**src/rtl/qdac_pkg.sv**
```systemverilog
package qdac_pkg;
  localparam int FRAME_BITS = 24;
  localparam int DATA_W     = 16;
  localparam int NUM_CH     = 4;
  localparam int CH_W       = $clog2(NUM_CH);
  localparam int ADDR_W     = 2;
  localparam int CNT_W      = $clog2(FRAME_BITS + 1);

  typedef enum logic [1:0] {
    LM_STAGE_ONLY = 2'b00,
    LM_LOAD_ONE   = 2'b01,
    LM_LOAD_ALL   = 2'b10,
    LM_RESERVED   = 2'b11
  } load_mode_e;

  typedef struct packed {
    logic [ADDR_W-1:0] addr;
    load_mode_e        mode;
    logic              spare;
    logic [CH_W-1:0]   chan;
    logic              pwr_dn;
    logic [DATA_W-1:0] code;
  } frame_t;
endpackage

```
**src/rtl/qdac_front.sv**
```systemverilog
module qdac_front #(
  parameter int SYNC_STAGES = 2
) (
  input  logic clk,
  input  logic rst_n,
  input  logic sclk,
  input  logic sync_n,
  input  logic din,
  output logic rst_sync_n,
  output logic sclk_fall,
  output logic sync_fall,
  output logic sync_low,
  output logic din_s
);
  localparam int NSIG = 3;
  localparam logic [NSIG-1:0] IDLE_LVL = 3'b110;

  logic [SYNC_STAGES-1:0] rst_pipe;
  logic [NSIG-1:0]        raw_in;
  logic [NSIG-1:0]        synced;
  logic                   sclk_prev;
  logic                   sync_prev;

  // reset: asserted at once, released after SYNC_STAGES clocks
  always_ff @(posedge clk or negedge rst_n) begin
    if (!rst_n) rst_pipe <= '0;
    else        rst_pipe <= {rst_pipe[SYNC_STAGES-2:0], 1'b1};
  end
  assign rst_sync_n = rst_pipe[SYNC_STAGES-1];

  assign raw_in = {sclk, sync_n, din};

  for (genvar g = 0; g < NSIG; g++) begin : g_sync
    logic [SYNC_STAGES-1:0] stg;
    always_ff @(posedge clk or negedge rst_sync_n) begin
      if (!rst_sync_n) stg <= {SYNC_STAGES{IDLE_LVL[g]}};
      else             stg <= {stg[SYNC_STAGES-2:0], raw_in[g]};
    end
    assign synced[g] = stg[SYNC_STAGES-1];
  end

  always_ff @(posedge clk or negedge rst_sync_n) begin
    if (!rst_sync_n) begin
      sclk_prev <= 1'b1;
      sync_prev <= 1'b1;
    end else begin
      sclk_prev <= synced[2];
      sync_prev <= synced[1];
    end
  end

  assign din_s     = synced[0];
  assign sync_low  = ~synced[1];
  assign sync_fall = sync_prev & ~synced[1];
  assign sclk_fall = sclk_prev & ~synced[2];
endmodule

```
**src/rtl/qdac_shifter.sv**
```systemverilog
module qdac_shifter
  import qdac_pkg::*;
(
  input  logic                  clk,
  input  logic                  rst_n,
  input  logic                  sclk_fall,
  input  logic                  sync_fall,
  input  logic                  sync_low,
  input  logic                  din_s,
  output logic                  frame_vld,
  output logic [FRAME_BITS-1:0] frame_word
);
  logic [FRAME_BITS-1:0] shift_q, shift_d;
  logic [CNT_W-1:0]      cnt_q, cnt_d;
  logic                  armed_q, armed_d;
  logic                  vld_q, vld_d;
  logic                  shift_en;

  always_comb begin
    shift_d  = shift_q;
    cnt_d    = cnt_q;
    armed_d  = armed_q;
    vld_d    = 1'b0;
    shift_en = 1'b0;
    if (sync_fall) begin
      cnt_d   = '0;
      armed_d = 1'b1;
    end else if (!sync_low) begin
      cnt_d   = '0;
      armed_d = 1'b0;
    end else if (armed_q && sclk_fall) begin
      shift_en = 1'b1;
      shift_d  = {shift_q[FRAME_BITS-2:0], din_s};
      cnt_d    = cnt_q + 1'b1;
      if (cnt_q == CNT_W'(FRAME_BITS - 1)) begin
        vld_d   = 1'b1;
        armed_d = 1'b0;
      end
    end
  end

  always_ff @(posedge clk or negedge rst_n) begin
    if (!rst_n) begin
      shift_q <= '0;
      cnt_q   <= '0;
      armed_q <= 1'b0;
      vld_q   <= 1'b0;
    end else begin
      if (shift_en) shift_q <= shift_d;
      cnt_q   <= cnt_d;
      armed_q <= armed_d;
      vld_q   <= vld_d;
    end
  end

  assign frame_vld  = vld_q;
  assign frame_word = shift_q;
endmodule

```
**src/rtl/qdac_decode.sv**
```systemverilog
module qdac_decode
  import qdac_pkg::*;
(
  input  logic                  frame_vld,
  input  logic [FRAME_BITS-1:0] frame_word,
  input  logic [ADDR_W-1:0]     addr_strap,
  output logic                  wr_en,
  output logic [CH_W-1:0]       wr_chan,
  output logic [DATA_W-1:0]     wr_data,
  output logic                  load_one,
  output logic                  load_all,
  output logic                  cmd_err
);
  frame_t fr;
  logic   hit;
  logic   bad;
  logic   unused_spare;

  assign fr           = frame_t'(frame_word);
  assign unused_spare = fr.spare;

  always_comb begin
    hit      = frame_vld && (fr.addr == addr_strap);
    bad      = (fr.mode == LM_RESERVED) || fr.pwr_dn;
    cmd_err  = hit && bad;
    wr_en    = hit && !bad;
    load_one = wr_en && (fr.mode == LM_LOAD_ONE);
    load_all = wr_en && (fr.mode == LM_LOAD_ALL);
    wr_chan  = fr.chan;
    wr_data  = fr.code;
  end
endmodule

```
**src/rtl/qdac_regbank.sv**
```systemverilog
module qdac_regbank
  import qdac_pkg::*;
(
  input  logic                     clk,
  input  logic                     rst_n,
  input  logic                     wr_en,
  input  logic [CH_W-1:0]          wr_chan,
  input  logic [DATA_W-1:0]        wr_data,
  input  logic                     load_one,
  input  logic                     load_all,
  input  logic                     cmd_err,
  output logic [NUM_CH*DATA_W-1:0] dac_q,
  output logic                     update_pulse,
  output logic                     frame_err
);
  logic upd_q, err_q;

  for (genvar i = 0; i < NUM_CH; i++) begin : g_ch
    logic              sel;
    logic              stage_en, live_en;
    logic [DATA_W-1:0] stage_q, stage_d;
    logic [DATA_W-1:0] live_q, live_d;

    always_comb begin
      sel      = (wr_chan == CH_W'(i));
      stage_en = wr_en && sel;
      stage_d  = wr_data;
      live_en  = load_all || (load_one && sel);
      live_d   = stage_en ? wr_data : stage_q;
    end

    always_ff @(posedge clk or negedge rst_n) begin
      if (!rst_n) begin
        stage_q <= '0;
        live_q  <= '0;
      end else begin
        if (stage_en) stage_q <= stage_d;
        if (live_en)  live_q  <= live_d;
      end
    end

    assign dac_q[i*DATA_W +: DATA_W] = live_q;
  end

  always_ff @(posedge clk or negedge rst_n) begin
    if (!rst_n) begin
      upd_q <= 1'b0;
      err_q <= 1'b0;
    end else begin
      upd_q <= load_one || load_all;
      err_q <= cmd_err;
    end
  end

  assign update_pulse = upd_q;
  assign frame_err    = err_q;
endmodule

```
**src/rtl/quad_dac_cmd_rx.sv**
```systemverilog
module quad_dac_cmd_rx
  import qdac_pkg::*;
#(
  parameter int SYNC_STAGES = 2
) (
  input  logic                     clk,
  input  logic                     rst_n,
  input  logic [ADDR_W-1:0]        addr_strap,
  input  logic                     sclk,
  input  logic                     sync_n,
  input  logic                     din,
  output logic [NUM_CH*DATA_W-1:0] dac_q,
  output logic                     update_pulse,
  output logic                     frame_err
);
  logic                  rst_sync_n;
  logic                  sclk_fall, sync_fall, sync_low, din_s;
  logic                  frame_vld;
  logic [FRAME_BITS-1:0] frame_word;
  logic                  wr_en, load_one, load_all, cmd_err;
  logic [CH_W-1:0]       wr_chan;
  logic [DATA_W-1:0]     wr_data;

  qdac_front #(.SYNC_STAGES(SYNC_STAGES)) i_front (
    .clk        (clk),
    .rst_n      (rst_n),
    .sclk       (sclk),
    .sync_n     (sync_n),
    .din        (din),
    .rst_sync_n (rst_sync_n),
    .sclk_fall  (sclk_fall),
    .sync_fall  (sync_fall),
    .sync_low   (sync_low),
    .din_s      (din_s)
  );

  qdac_shifter i_shift (
    .clk        (clk),
    .rst_n      (rst_sync_n),
    .sclk_fall  (sclk_fall),
    .sync_fall  (sync_fall),
    .sync_low   (sync_low),
    .din_s      (din_s),
    .frame_vld  (frame_vld),
    .frame_word (frame_word)
  );

  qdac_decode i_dec (
    .frame_vld  (frame_vld),
    .frame_word (frame_word),
    .addr_strap (addr_strap),
    .wr_en      (wr_en),
    .wr_chan    (wr_chan),
    .wr_data    (wr_data),
    .load_one   (load_one),
    .load_all   (load_all),
    .cmd_err    (cmd_err)
  );

  qdac_regbank i_bank (
    .clk          (clk),
    .rst_n        (rst_sync_n),
    .wr_en        (wr_en),
    .wr_chan      (wr_chan),
    .wr_data      (wr_data),
    .load_one     (load_one),
    .load_all     (load_all),
    .cmd_err      (cmd_err),
    .dac_q        (dac_q),
    .update_pulse (update_pulse),
    .frame_err    (frame_err)
  );
endmodule

```
**config.mk**
```make
export PLATFORM = sky130hd
export DESIGN_NAME = quad_dac_cmd_rx
export DESIGN_NICKNAME = d
export VERILOG_FILES = /design/src/rtl/qdac_pkg.sv /design/src/rtl/qdac_front.sv /design/src/rtl/qdac_shifter.sv /design/src/rtl/qdac_decode.sv /design/src/rtl/qdac_regbank.sv /design/src/rtl/quad_dac_cmd_rx.sv
export SDC_FILE = /design/constraint.sdc
export NUM_CORES = 1
export LEC_CHECK = 0
export BUFFER_PORTS_ARGS = -buffer_cell sky130_fd_sc_hd__buf_4
export CORE_MARGIN = 5
export CORE_UTILIZATION = 50
export DETAILED_ROUTE_END_ITERATION = 10
export PLACE_DENSITY = 0.69
export SLEW_MARGIN = 25
export SYNTH_ARGS = -nofsm -noshare
export SYNTH_HDL_FRONTEND = slang
export SYNTH_SLANG_ARGS = --single-unit
```
**constraint.sdc**
```tcl
create_clock -name clk -period 8 [get_ports clk]
set_input_delay 0.8 -clock clk [delete_from_list [all_inputs] [get_ports clk]]
set_output_delay 0.8 -clock clk [all_outputs]
set_load 0.02 [all_outputs]
```
==> flow_results.xml <==
<?xml version="1.0" encoding="UTF-8"?>
<metrics>
  <group name="sta">
    <metric name="worst_slew_margin_rel" unit="%">35.8</metric>
    <metric name="final.hold.worst_slack" unit="ns">0.156</metric>
    <metric name="fmax" unit="MHz">390</metric>
    <metric name="slew_viol_final" unit="">0</metric>
    <metric name="shortest_clock_period_the_worst_path_allows_after_layout" unit="ns">2.56</metric>
    <metric name="final.period_utilization" unit="%">32.0</metric>
    <metric name="number_of_hold_slack_violations_in_the_final_timing_report" unit="">0</metric>
    <metric name="final_critical_path_setup_slack" unit="ns">5.44</metric>
    <metric name="worstMarginPinSlew" unit="ns">0.962</metric>
    <metric name="fin_skew" unit="ns">0.00917</metric>
    <metric name="total_negative_slack" unit="ns">0</metric>
    <metric name="report.final.setup_viol" unit="">0</metric>
    <metric name="rsz_0062_raised_after_global_routing" unit="">no</metric>
  </group>
  <group name="grt">
    <metric name="grt.overflow.total" unit="">0</metric>
    <metric name="grt_start_max_net_pins" unit="">88</metric>
    <metric name="gr-usage-all-layers" unit="%">16.3</metric>
    <metric name="first_global_vias" unit="">4153</metric>
    <metric name="grt_first_pass_wirelength" unit="mm">21.4</metric>
    <metric name="grt_antenna_before_repair" unit="">0</metric>
  </group>
  <group name="run">
    <metric name="number_of_max_cap_violations" unit="">0</metric>
  </group>
  <group name="logic_synthesis">
    <metric name="syn_nets" unit="">484</metric>
    <metric name="synth-async-reset-ratio" unit="%">100</metric>
    <metric name="ys_seq_area_share" unit="%">59.1</metric>
    <metric name="syn_inst" unit="">476</metric>
    <metric name="post_synth_num_cell_types" unit="">30</metric>
    <metric name="synthesis.area_per_instance" unit="um2">15.2</metric>
    <metric name="yosys_warnings" unit="">0</metric>
    <metric name="synth_top_flop_cell" unit="">sky130_fd_sc_hd__dfrtp_1</metric>
    <metric name="ys_ff_latch" unit="">171</metric>
    <metric name="synth_enable_flop_cells" unit="">0</metric>
    <metric name="post_synth_instance_area" unit="um2">7250</metric>
  </group>
  <group name="floorplan">
    <metric name="starting_utilization_of_the_core_area" unit="%">50.5</metric>
    <metric name="die_w" unit="um">130</metric>
    <metric name="floorplan.core_area" unit="um2">14400</metric>
    <metric name="num_rows" unit="">44</metric>
    <metric name="chipHeight" unit="um">130</metric>
    <metric name="die_area" unit="um2">17000</metric>
    <metric name="io_pins" unit="">73</metric>
  </group>
  <group name="worst_setup_path">
    <metric name="r2r_cells" unit="">4</metric>
    <metric name="cp_top_family" unit="">simple AND/OR/NAND/NOR gates</metric>
    <metric name="critPathMaxStageDelay" unit="ns">0.89</metric>
    <metric name="rrSetupSlack" unit="ns">5.44</metric>
    <metric name="path_buf_inv" unit="">1</metric>
    <metric name="start_kind" unit="">register</metric>
    <metric name="worstPathRequired" unit="ns">8.29</metric>
    <metric name="crit_path_top_delay_cell" unit="">sky130_fd_sc_hd__nor2_2</metric>
    <metric name="cell_chain_critical_path" unit="">inv_1 -&gt; nand2_1 -&gt; nor2_2 -&gt; mux2_2</metric>
    <metric name="regToRegEndpoint" unit="">i_bank.g_ch[1].stage_q[3]</metric>
    <metric name="cp.arrival" unit="ns">2.86</metric>
    <metric name="maximum_fanout_encountered_on_the_critical_timing_path" unit="">17</metric>
    <metric name="end_kind" unit="">register</metric>
    <metric name="reg2reg_from" unit="">i_shift.frame_word[18]</metric>
    <metric name="crit_type" unit="">reg -&gt; reg</metric>
  </group>
  <group name="route">
    <metric name="remaining_drc_errors" unit="">0</metric>
    <metric name="route.detailed.vias_per_inst" unit="">5.33</metric>
    <metric name="detail_route.wl_per_cell" unit="um">17.8</metric>
    <metric name="drt_wl_total" unit="mm">13.0</metric>
    <metric name="drt_pre_antenna_iters" unit="">4</metric>
    <metric name="drtAntennaViolNets" unit="">0</metric>
    <metric name="vias" unit="">3894</metric>
    <metric name="first_iter_violations" unit="">152</metric>
  </group>
  <group name="clock_network">
    <metric name="postCtsResizedCells" unit="">0</metric>
    <metric name="cts_made_buffers" unit="">17</metric>
    <metric name="clock_insertion_delay_worst_skew" unit="ns">0.42</metric>
    <metric name="tritoncts_clock_tree" unit="">yes</metric>
    <metric name="clk_transition_reported_paths" unit="ns">0.06</metric>
    <metric name="hold_buffers" unit="">0</metric>
    <metric name="cts-root-to-sink-buffers" unit="">2</metric>
    <metric name="htree_levels" unit="">4</metric>
    <metric name="cts.sink_count" unit="">171</metric>
    <metric name="clock-root-buffer" unit="">sky130_fd_sc_hd__clkbuf_16</metric>
    <metric name="post-cts-setup-buffers" unit="">0</metric>
  </group>
  <group name="pwr">
    <metric name="power.density" unit="nW/um2">204</metric>
    <metric name="vdd_ir_drop_max" unit="V">0.000137</metric>
    <metric name="leakagePower" unit="nW">4.30</metric>
  </group>
  <group name="placed_design">
    <metric name="place_worst_setup_slack" unit="ns">5.12</metric>
    <metric name="placed_cell_area" unit="um2">7830</metric>
    <metric name="gp_routability_congestion" unit="">0.739</metric>
    <metric name="port_buffers" unit="">72</metric>
    <metric name="dp.final_hpwl" unit="mm">8.50</metric>
  </group>
  <group name="final_layout">
    <metric name="finish.instance_area" unit="um2">8440</metric>
    <metric name="layout_commonest_cell" unit="">sky130_fd_sc_hd__mux2_2</metric>
    <metric name="syn2layout_area_growth" unit="%">16.4</metric>
    <metric name="seqCellArea" unit="um2">4290</metric>
    <metric name="multiInputGateArea" unit="um2">2740</metric>
    <metric name="antenna_cells" unit="">0</metric>
    <metric name="postLayoutCoreUtil" unit="%">58.7</metric>
    <metric name="layout-drive-gt1-share" unit="%">61.5</metric>
    <metric name="n_fill_cell" unit="">1150</metric>
    <metric name="leading_cell_types_in_the_layout_fill_and_taps_excluded" unit="">sky130_fd_sc_hd__mux2_2 (214), sky130_fd_sc_hd__dfrtp_1 (164), sky130_fd_sc_hd__buf_4 (73)</metric>
    <metric name="finish.net_count" unit="">541</metric>
  </group>
  <group name="outcome">
    <metric name="outcome" unit="">finished, final reports clean</metric>
  </group>
  <group name="hold_path">
    <metric name="hold_path_class" unit="">in -&gt; async</metric>
  </group>
</metrics>
[registers in the layout (all words and copies together) (netlist names)]
register,flops
i_bank.g_ch.live_q,64
i_bank.g_ch.stage_q,64
i_shift.frame_word,24
i_front.g_sync.stg,6
i_shift.cnt_q,5
i_front.rst_pipe,2
i_bank.frame_err,1
i_bank.update_pulse,1
i_front.sclk_prev,1
i_front.sync_prev,1
i_shift.armed_q,1
i_shift.frame_vld,1
[synth_stat cells (3+ instances only)]
library cell               number  area (um2)
sky130_fd_sc_hd__a31oi_1        3        18.8
sky130_fd_sc_hd__buf_1         16        60.1
sky130_fd_sc_hd__buf_2          7        35.0
sky130_fd_sc_hd__buf_6          8        90.1
sky130_fd_sc_hd__clkbuf_1       5        18.8
sky130_fd_sc_hd__dfrtp_1      165        4130
sky130_fd_sc_hd__dfstp_2        6         158
sky130_fd_sc_hd__inv_1          3        11.3
sky130_fd_sc_hd__mux2_2       214        2410
sky130_fd_sc_hd__nand2_1        4        15.0
sky130_fd_sc_hd__nor2_1         9        33.8
sky130_fd_sc_hd__nor2_2         7        43.8
sky130_fd_sc_hd__xnor2_1        5        43.8
[worst reg2reg max path, stage by stage, from the launching register on]
cell                      delay, ns
sky130_fd_sc_hd__dfrtp_1       0.50
sky130_fd_sc_hd__inv_1         0.15
sky130_fd_sc_hd__nand2_1       0.48
sky130_fd_sc_hd__nor2_2        0.89
sky130_fd_sc_hd__mux2_2        0.42
[worst max-delay path by stage]
stage                      startpoint                   endpoint  slack (ns)  cells past startpoint
2_1_floorplan     i_front.rst_pipe[1]           i_bank.frame_err        2.89                      0
3_3_place_gp            addr_strap[1]   i_bank.g_ch[0].live_q[7]        5.19                      5
3_5_place_dp            addr_strap[1]   i_bank.g_ch[0].live_q[4]        5.12                      5
4_1_cts        i_shift.frame_word[18]  i_bank.g_ch[1].stage_q[3]        5.37                      4
5_1_grt        i_shift.frame_word[18]  i_bank.g_ch[1].stage_q[3]        5.22                      4
6_report       i_shift.frame_word[18]  i_bank.g_ch[1].stage_q[3]        5.44                      4
[routing by layer]
layer / vias up / track usage, % / share of wire, %
met1: 2025 / 21.4 / 45
met5: - / 0 / 0
li1: 1775 / - / -
met3: 23 / 3.62 / 4.0
met4: 0 / 6.35 / 1.4
met2: 71 / 26.7 / 50
[per-stage QoR]
step                std cells  total power [mW]
floorplan                 476             0.914
global placement          697             0.923
detailed placement        697             0.925
CTS                       729              1.74
global route              730              1.78
finish                    730              1.72
[cell type report]
class	instances	area share [%]
Sequential cell	171	50.8
Multi-Input combinational cell	265	32.5
Clock inverter	9	1.42
Timing Repair Buffer	75	6.95
Clock buffer	23	5.43
Tap cell	184	2.73
Inverter	3	0.133
[power by group]
| group | switching [mW] | total [mW] | internal [mW] |
|---|---|---|---|
| combinational | 0.0166 | 0.0257 | 0.00914 |
| clock | 0.313 | 0.809 | 0.496 |
| sequential | 0.0114 | 0.883 | 0.872 |
| total | 0.341 | 1.72 | 1.38 |
[cell families (layout without fill, tap and decap cells)]
group,Yosys count,after routing,share of synthesized area [%]
compound gates,7,7,0.535
xor+xnor,7,7,0.846
fa+ha+maj,1,1,0.173
buf+inv,40,110,3.07
flops,171,171,59.1
mux,215,215,33.4
other cells,1,1,0.0517
simple gates,34,34,2.81
No activity file was read; power rests on OpenSTA's default activity.
